===== src/rtl/rxbuf_pkg.sv =====
package rxbuf_pkg;
  typedef enum logic [2:0] {
    ST_SID, ST_DID, ST_LEN, ST_LEN2, ST_PAY, ST_DROP
  } rx_state_e;

  typedef enum logic [1:0] {
    LEN_OK, LEN_LONG, LEN_BAD
  } len_kind_e;

  localparam logic [1:0] CMD_ARM    = 2'b01;
  localparam logic [1:0] CMD_CONFIG = 2'b10;

  localparam int OFF_W    = 9;
  localparam int STAT_W   = 2;
  localparam int SHORT_LO = 3;
  localparam int LONG_LO  = 4;
endpackage


===== src/rtl/rxbuf_len_decode.sv =====
module rxbuf_len_decode
  import rxbuf_pkg::*;
(
  input  logic [7:0]       len_byte,
  input  logic             second,
  input  logic             long_en,
  output len_kind_e        kind,
  output logic [OFF_W-1:0] start_off,
  output logic [OFF_W-1:0] count
);
  logic [OFF_W:0] span;

  always_comb begin
    start_off = {1'b0, len_byte};
    span      = (second ? 10'd512 : 10'd256) - {2'b00, len_byte};
    count     = span[OFF_W-1:0];
    if (second) begin
      kind = (len_byte < 8'(LONG_LO)) ? LEN_BAD : LEN_OK;
    end else if (len_byte == 8'd0) begin
      kind = long_en ? LEN_LONG : LEN_BAD;
    end else begin
      kind = (len_byte < 8'(SHORT_LO)) ? LEN_BAD : LEN_OK;
    end
  end
endmodule


===== src/rtl/rxbuf_addr_gen.sv =====
module rxbuf_addr_gen
  import rxbuf_pkg::*;
#(
  parameter int PAGE_W = 2,
  localparam int ADDR_W = PAGE_W + OFF_W
) (
  input  logic [PAGE_W-1:0] page,
  input  logic              long_pg,
  input  logic [OFF_W-1:0]  off,
  output logic [ADDR_W-1:0] addr
);
  always_comb begin
    if (long_pg) addr = {page, off};
    else         addr = {1'b0, page, off[7:0]};
  end
endmodule


===== src/rtl/rxbuf_status.sv =====
module rxbuf_status
  import rxbuf_pkg::*;
#(
  parameter int PAGE_W = 2
) (
  input  logic              clk,
  input  logic              rst,
  input  logic              cmd_we,
  input  logic [1:0]        cmd_op,
  input  logic [PAGE_W-1:0] cmd_arg,
  input  logic              mask_we,
  input  logic [STAT_W-1:0] mask_data,
  input  logic              frame_done,
  output logic [STAT_W-1:0] status,
  output logic [PAGE_W-1:0] page,
  output logic              long_en,
  output logic              irq
);
  logic              full_q;
  logic              por_q;
  logic [STAT_W-1:0] mask_q;

  always_ff @(posedge clk) begin
    if (rst) begin
      full_q  <= 1'b0;
      por_q   <= 1'b1;
      page    <= '0;
      long_en <= 1'b0;
      mask_q  <= '0;
    end else begin
      if (mask_we) mask_q <= mask_data;
      if (cmd_we && cmd_op == CMD_ARM) begin
        full_q <= 1'b0;
        page   <= cmd_arg;
      end
      if (cmd_we && cmd_op == CMD_CONFIG) begin
        long_en <= cmd_arg[0];
        por_q   <= 1'b0;
      end
      if (frame_done) full_q <= 1'b1;
    end
  end

  assign status = {por_q, full_q};
  assign irq    = |(status & mask_q);
endmodule


===== src/rtl/rxbuf_ctrl.sv =====
module rxbuf_ctrl
  import rxbuf_pkg::*;
#(
  parameter int PAGE_W = 2,
  localparam int ADDR_W = PAGE_W + OFF_W
) (
  input  logic              clk,
  input  logic              rst,
  input  logic              s_valid,
  output logic              s_ready,
  input  logic [7:0]        s_data,
  input  logic              s_last,
  input  logic              cmd_we,
  input  logic [1:0]        cmd_op,
  input  logic [PAGE_W-1:0] cmd_arg,
  input  logic              mask_we,
  input  logic [STAT_W-1:0] mask_data,
  output logic [STAT_W-1:0] status,
  output logic              irq,
  output logic              mem_we,
  output logic [ADDR_W-1:0] mem_addr,
  output logic [7:0]        mem_wdata
);
  rx_state_e         state_q, state_d;
  logic              rdy_q;
  logic [PAGE_W-1:0] cur_page_q, reg_page, use_page;
  logic              cur_long_q, reg_long, use_long;
  logic [OFF_W-1:0]  off_q, off_d, rem_q, rem_d, wr_off;
  logic [OFF_W-1:0]  dec_start, dec_count;
  len_kind_e         dec_kind;
  logic              acc, capture, wr_en, done;

  assign acc     = s_valid && s_ready;
  assign s_ready = rdy_q;

  rxbuf_status #(.PAGE_W(PAGE_W)) u_status (
    .clk(clk), .rst(rst), .cmd_we(cmd_we), .cmd_op(cmd_op), .cmd_arg(cmd_arg),
    .mask_we(mask_we), .mask_data(mask_data), .frame_done(done),
    .status(status), .page(reg_page), .long_en(reg_long), .irq(irq)
  );

  rxbuf_len_decode u_dec (
    .len_byte(s_data), .second(state_q == ST_LEN2), .long_en(cur_long_q),
    .kind(dec_kind), .start_off(dec_start), .count(dec_count)
  );

  assign use_page = (state_q == ST_SID) ? reg_page : cur_page_q;
  assign use_long = (state_q == ST_SID) ? reg_long : cur_long_q;

  rxbuf_addr_gen #(.PAGE_W(PAGE_W)) u_addr (
    .page(use_page), .long_pg(use_long), .off(wr_off), .addr(mem_addr)
  );

  always_comb begin
    state_d = state_q;
    off_d   = off_q;
    rem_d   = rem_q;
    wr_en   = 1'b0;
    wr_off  = '0;
    capture = 1'b0;
    done    = 1'b0;
    if (acc) begin
      unique case (state_q)
        ST_SID: begin
          if (status[0]) begin
            state_d = s_last ? ST_SID : ST_DROP;
          end else begin
            wr_en   = 1'b1;
            capture = 1'b1;
            state_d = s_last ? ST_SID : ST_DID;
          end
        end
        ST_DID: begin
          wr_en   = 1'b1;
          wr_off  = 9'd1;
          state_d = s_last ? ST_SID : ST_LEN;
        end
        ST_LEN, ST_LEN2: begin
          wr_en  = 1'b1;
          wr_off = (state_q == ST_LEN) ? 9'd2 : 9'd3;
          if (dec_kind == LEN_BAD) begin
            state_d = s_last ? ST_SID : ST_DROP;
          end else if (dec_kind == LEN_LONG) begin
            state_d = s_last ? ST_SID : ST_LEN2;
          end else begin
            off_d   = dec_start;
            rem_d   = dec_count;
            state_d = s_last ? ST_SID : ST_PAY;
          end
        end
        ST_PAY: begin
          wr_en  = 1'b1;
          wr_off = off_q;
          off_d  = off_q + 9'd1;
          rem_d  = rem_q - 9'd1;
          if (rem_q == 9'd1) begin
            done    = s_last;
            state_d = s_last ? ST_SID : ST_DROP;
          end else if (s_last) begin
            state_d = ST_SID;
          end
        end
        default: begin
          if (s_last) state_d = ST_SID;
        end
      endcase
    end
  end

  always_ff @(posedge clk) begin
    if (rst) begin
      state_q    <= ST_SID;
      rdy_q      <= 1'b0;
      cur_page_q <= '0;
      cur_long_q <= 1'b0;
      off_q      <= '0;
      rem_q      <= '0;
    end else begin
      state_q <= state_d;
      rdy_q   <= 1'b1;
      off_q   <= off_d;
      rem_q   <= rem_d;
      if (capture) begin
        cur_page_q <= reg_page;
        cur_long_q <= reg_long;
      end
    end
  end

  assign mem_we    = wr_en;
  assign mem_wdata = s_data;
endmodule


===== config.mk =====
export PLATFORM = sky130hd
export DESIGN_NAME = rxbuf_ctrl
export DESIGN_NICKNAME = d
export VERILOG_FILES = /design/src/rtl/rxbuf_pkg.sv /design/src/rtl/rxbuf_len_decode.sv /design/src/rtl/rxbuf_addr_gen.sv /design/src/rtl/rxbuf_status.sv /design/src/rtl/rxbuf_ctrl.sv
export SDC_FILE = /design/constraint.sdc
export NUM_CORES = 1
export LEC_CHECK = 0
export BUFFER_PORTS_ARGS = -buffer_cell sky130_fd_sc_hd__buf_2
export CAP_MARGIN = 30
export CORE_ASPECT_RATIO = 2
export CORE_MARGIN = 5
export CORE_UTILIZATION = 45
export CTS_BUF_LIST = sky130_fd_sc_hd__clkbuf_4
export CTS_CLUSTER_SIZE = 10
export DETAILED_ROUTE_END_ITERATION = 8
export PLACE_DENSITY = 0.74
export RECOVER_POWER = 100
export SLEW_MARGIN = 20
export SYNTH_ARGS = -nofsm -noshare
export SYNTH_HDL_FRONTEND = slang
export SYNTH_SLANG_ARGS = --single-unit
export TNS_END_PERCENT = 5

===== constraint.sdc =====
create_clock -name clk -period 2.2 [get_ports clk]
set_input_delay 0.33 -clock clk [delete_from_list [all_inputs] [get_ports clk]]
set_output_delay 0.33 -clock clk [all_outputs]
set_load 0.05 [all_outputs]

==> After elaboration in Yosys (flattened, before gate mapping) <==
Cells that the tools add are included.
{ "word_totals": {"output_inout_bits": 24, "regBits": 32} }
{ "op_classes": {"bitwise": 1, "muxes": 40, "reduce_logical": 11, "n_addsub": 3, "n_lt_le_gt_ge": 2, "eq_ne": 11} }
{ "ops": {"columns": ["op", "count"], "rows": [
  ["$mux 9", 6],
  ["$pmux 9 s2", 2],
  ["$pmux 9 s3", 1],
  ["$mux 3", 7],
  ["$mux 2", 8],
  ["$mux 1", 13],
  ["$pmux 3 s4", 1],
  ["$mux 11", 1],
  ["$add 9x1->9 const B", 1],
  ["$eq 9x1->1 const B", 1],
  ["$sub 9x1->9 const B", 1],
  ["$sub 9x8->9", 1],
  ["$logic_not 8->1", 1],
  ["$lt 8x2->1 const B", 1],
  ["$lt 8x3->1 const B", 1],
  ["$eq 3x2->1 const B", 2],
  ["$eq 2x1->1 const B", 2],
  ["$eq 2x2->1 const B", 2],
  ["$ne 2x2->1 const B", 2],
  ["$reduce_and 4->1", 1],
  ["$reduce_bool 2->1", 2],
  ["$reduce_or 2->1", 2],
  ["$reduce_or 4->1", 1],
  ["$eq 3x1->1 const B", 1],
  ["other kinds (5)", 7]
]} }

==> Logic depth before layout (Yosys ltp) <==
{ "depth": {"word_depth": 8, "depth_mapped": 8, "mapped_depth_nobuf": 7} }

==> Cells and area by module <==
A second synthesis with hierarchy kept.
{ "unflattened": {"hier_cells": 289, "hier_area_um2": 2363.5} }
{ "modules_own_cells": {"columns": ["module", "cells_each", "area_each_um2", "seq_area_each_um2", "n_inst"], "rows": [
  ["rxbuf_ctrl", 213, 1692.9, 500.5, 1],
  ["rxbuf_status", 30, 311.5, 140.1, 1],
  ["rxbuf_len_decode", 35, 269.0, 0.0, 1],
  ["rxbuf_addr_gen", 11, 90.1, 0.0, 1]
]} }

==> Worst setup path after synthesis <==
No wires, ideal clock.
{ "synth_timing": {"path_type": "register to output", "from": "reg state_q[1]", "to": "out mem_addr[8]", "path_slack_ns": -0.413, "path_stages_with_launch": 6, "n_path_buf": 2, "t_arrival_ns": 2.283, "cell_sequence": "dfxtp_1 buf_2 nor3b_2 clkbuf_1 a41oi_1 o21ai_0"} }
{ "synth_between": {"elab_chain_len": 5} }
{ "synth_lines": {"columns": ["item", "line", "source"], "rows": [
  ["start: declaration", "rxbuf_ctrl.sv:24", "rx_state_e state_q, state_d;"],
  ["start signal: assignment", "rxbuf_ctrl.sv:119", "state_q <= state_d;"],
  ["$eq 3x2->1", "rxbuf_ctrl.sv:63", "unique case (state_q)"],
  ["$reduce_or 2->1", "rxbuf_ctrl.sv:63", null],
  ["$pmux 9 s3", "rxbuf_ctrl.sv:63", null],
  ["$mux 9", "rxbuf_ctrl.sv:62", "if (acc) begin"],
  ["$mux 11 *", "rxbuf_addr_gen.sv:13", "if (long_pg) addr = {page, off};"],
  ["end: declaration", "rxbuf_ctrl.sv:21", "output logic [ADDR_W-1:0] mem_addr,"]
]} }
Mark *: on every way between the ends. The rest lies on a longest branch, timed or not.

==> Worst setup path in the final report <==
{ "layout_timing": {"from": "reg state_q[2]", "to": "out mem_addr[3]"} }
{ "layout_between": {"elab_chain_len": 5} }
{ "layout_lines": {"columns": ["item", "line"], "rows": [
  ["$eq 3x2->1", "rxbuf_ctrl.sv:63"],
  ["$reduce_or 2->1", "rxbuf_ctrl.sv:63"],
  ["$pmux 9 s3 *", "rxbuf_ctrl.sv:63"],
  ["$mux 9 *", "rxbuf_ctrl.sv:62"],
  ["$mux 11 *", "rxbuf_addr_gen.sv:13"]
]} }
Marks and branches as above.

==> out/qor.yml <==
outcome:
  status: "completed"
die:
  dieWidth_microns: 59.3
  rows: 36
  core_area_sq_um: 4770
  io_pins: 44
  start_util: 0.458
  fp.dieH_microns: 109
  dieArea_sq_um: 6430
power_and_ir_drop:
  swShare: 0.310
  power_switching_uw: 344
  seqPwrFrac: 0.537
  power_density_nw_per_um2: 445
  p_comb_frac: 0.189
  vdd_drop_max_mv: 0.396
  power_leakage_uw: 0.000973
  clock_power_share: 0.274
  p_total_uw: 1110
  internal-power_uw: 766
place:
  place_hpwl_microns: 4590
  port_buffers: 43
  dp.cells: 372
  gp_congestion: 0.892
clocking:
  root_buffer: "clkbuf_4"
  clock_sinks: 32
  cts.path.max_buffers: 2
  clk_pin_slew_ns: 0.10
  cts_buffers: 5
  cts_hold_buf: 0
  clk_latency_ns: 0.33
  htree_levels: 2
  cts_tree: "yes"
synthesis:
  ys_async_sr_fraction: 0
  synthesis.nets: 301
  synthDistinctLibCells: 55
  synth_edf_count: 0
  synth-main-ff-cell: "dfxtp_1"
  synth.avg_cell_area_sq_um: 7.92
  yosys_warnings: 0
  yosysSeqAreaShare: 0.293
  synth.cell_area_sq_um: 2180
  ys_ff_latch: 32
  synth_cells: 276
drt:
  vias_per_cell: 5.99
  wire_per_inst_microns: 15.9
  drt_iter0_markers: 125
  postRouteAntennaNets: 0
  routed_wl_microns: 6040
  first_pass_iters: 4
  vias: 2269
  drc: 0
critical_path:
  r2r-start: "state_q[2]"
  critPathLaunchType: "flip-flop"
  critical_path_class: "reg2out"
  cp.arrival_ns: 1.72
  r2r_end: "rem_q[3]"
  crit_top_cell: "buf_4"
  r2r_cells: 6
  required_ns: 1.87
  r2r_setup_slack_ns: 0.23
  critPathMaxStageDelay_ns: 0.35
  cp-end-kind: "output pin"
  crit_path_top_delay_cell: "dfxtp_1"
  crit_fanout: 11
  cp_cell_sequence: "buf_4 > nor3b_4 > buf_4 > and3_1 > clkbuf_2"
hold_path:
  hp-class: "in2reg"
  hold_start: "mask_data[0]"
  holdPathEnd: "u_status.mask_q[0]"
  min_path_cells: 3
finish:
  nFillCells: 496
  antennaDiodeCount: 0
  nets: 347
  area_growth_pct: 14.2
  drive_gt1_frac: 0.205
  fin_cells: 379
global_route:
  grt_start_max_net_pins: 20
  first_global_vias: 2231
  grtUsageTotal: 0.198
  grt_pass1_wl_microns: 10100
  antenna_found_initial: 0
  grt_overflow: 0
timing:
  hold_slack_ns: 0.235
  hold_viol_final: 0
  maxSlewHeadroom: 0.549
  worst_pin_slew_ns: 0.677
  fin_crit_ns: 2.05
  finalMaxSlewViolations: 0
  max_freq_mhz: 489
  finalClockSkew_ns: 0.0168
  setup_tns_ns: 0
  setup_violations: 0
  fin_crit_sh: 0.930
  rsz0062_at_grt: "no"
job:
  maxCapViolations: 0
## synth_stat cells, types with 3 or more instances
cell type / n / area, sq um
xnor2_1: 5 / 43.8
clkbuf_1: 8 / 30.0
mux2i_1: 11 / 110
o31ai_1: 3 / 22.5
nand2_1: 25 / 93.8
o21ai_0: 8 / 40.0
nand3b_1: 3 / 22.5
a211oi_1: 4 / 30.0
nor2b_1: 3 / 18.8
inv_1: 8 / 30.0
nor3_1: 4 / 20.0
a21oi_1: 28 / 140
o32ai_1: 5 / 43.8
buf_4: 13 / 97.6
and3_1: 8 / 50.1
nor2_1: 28 / 105
nand4_1: 4 / 25.0
ha_1: 5 / 62.6
buf_2: 3 / 15.0
or2_2: 4 / 25.0
or4_1: 4 / 30.0
nor4_1: 5 / 31.3
dfxtp_1: 32 / 641
a21o_1: 3 / 22.5
nor3b_1: 4 / 30.0
a31oi_1: 6 / 37.5
nand3_1: 7 / 35.0
## worst max path at each step
stage,start,end,slack [ns],cells after the start
floorplan,s_ready,mem_we,0.03,3
global placement,s_data[0],state_q[0],0.17,9
detailed placement,s_data[0],rem_q[3],0.09,9
CTS,state_q[2],mem_addr[0],0.08,6
global route,state_q[2],mem_addr[0],0.006,6
finish,state_q[2],mem_addr[3],0.15,5
## kinds of logic after synthesis
| logic type | share of synthesized area |
|---|---|
| AOI/OAI and AO/OA | 0.242 |
| xor gates and xnor gates | 0.0241 |
| adders and majority gates | 0.0286 |
| buffers and inverters | 0.0859 |
| DFF | 0.293 |
| muxes | 0.0504 |
| and+or+nand+nor | 0.276 |
## sequential cells by signal (all words and copies together), names as in the netlist, 2 cells and up
| register | cells |
|---|---|
| rem_q | 9 |
| u_status.mask_q | 2 |
| u_status.page | 2 |
| state_q | 3 |
| off_q | 9 |
| cur_page_q | 2 |
## critical path, delay by kind of cell, from the launching register on
family                 cells  cell delay [ns]
AND/OR/NAND/NOR            2             0.40
flip-flops                 1             0.35
buffers and inverters      3             0.63
## layout by cell type, fill, tap and decap left out, types with 4 or more instances in the layout
| cell | n |
|---|---|
| dfxtp_1 | 32 |
| a21oi_1 | 28 |
| nor2_1 | 28 |
| nand2_1 | 25 |
| buf_2 | 18 |
| buf_4 | 17 |
| clkbuf_1 | 16 |
| clkbuf_2 | 12 |
| mux2i_1 | 11 |
| inv_1 | 8 |
| and3_1 | 8 |
| o21ai_0 | 8 |
| nand3_1 | 7 |
| clkbuf_4 | 7 |
| a31oi_1 | 6 |
| nand4_1 | 5 |
| o32ai_1 | 5 |
| nor3b_1 | 5 |
| nor4_1 | 5 |
| xnor2_1 | 5 |
| ha_1 | 5 |
| nor3_1 | 4 |
| a211oi_1 | 4 |
| or2_2 | 4 |
| or4_1 | 4 |
## metrics by stage
step | cell area (sq um) | util | worst slack [ns]
global route | 2490 | 0.523 | 0.00609
global placement | 2480 | 0.520 | 0.169
finish | 2490 | 0.523 | 0.155
detailed placement | 2480 | 0.520 | 0.0874
floorplan | 2190 | - | 0.0258
CTS | 2530 | 0.529 | 0.0833
## power groups by stage
| stage | registers, uW | logic [uW] | clock network [uW] |
|---|---|---|---|
| floorplan | 611 | 148 | 0 |
| global placement | 609 | 211 | 0 |
| detailed placement | 609 | 214 | 0 |
| CTS | 596 | 215 | 315 |
| global route | 598 | 228 | 337 |
| finish | 596 | 210 | 304 |
## metal layers
metal	wire length [microns]	part of all wire	GRT usage	vias to the layer above
li1	-	-	-	1109
met1	2300	0.38	0.233	1062
met2	3210	0.53	0.329	80
met3	351	0.058	0.0370	18
met4	182	0.030	0.100	0
met5	0	0	0	-
## timing repair
item,CTS,global route
resized for setup,0,3
buffers inserted,0,0
setup endpoints to repair,0,5
## final cells by class
type | count | area [sq um] | area share
Multi-Input combinational cell | 210 | 1360 | 0.543
Sequential cell | 32 | 641 | 0.257
Timing Repair Buffer | 65 | 353 | 0.141
Tap cell | 57 | 71.3 | 0.0286
Clock buffer | 5 | 37.5 | 0.0150
Inverter | 8 | 30.0 | 0.0120
Clock inverter | 2 | 7.51 | 0.00301
(Power assumes the default switching activity.)
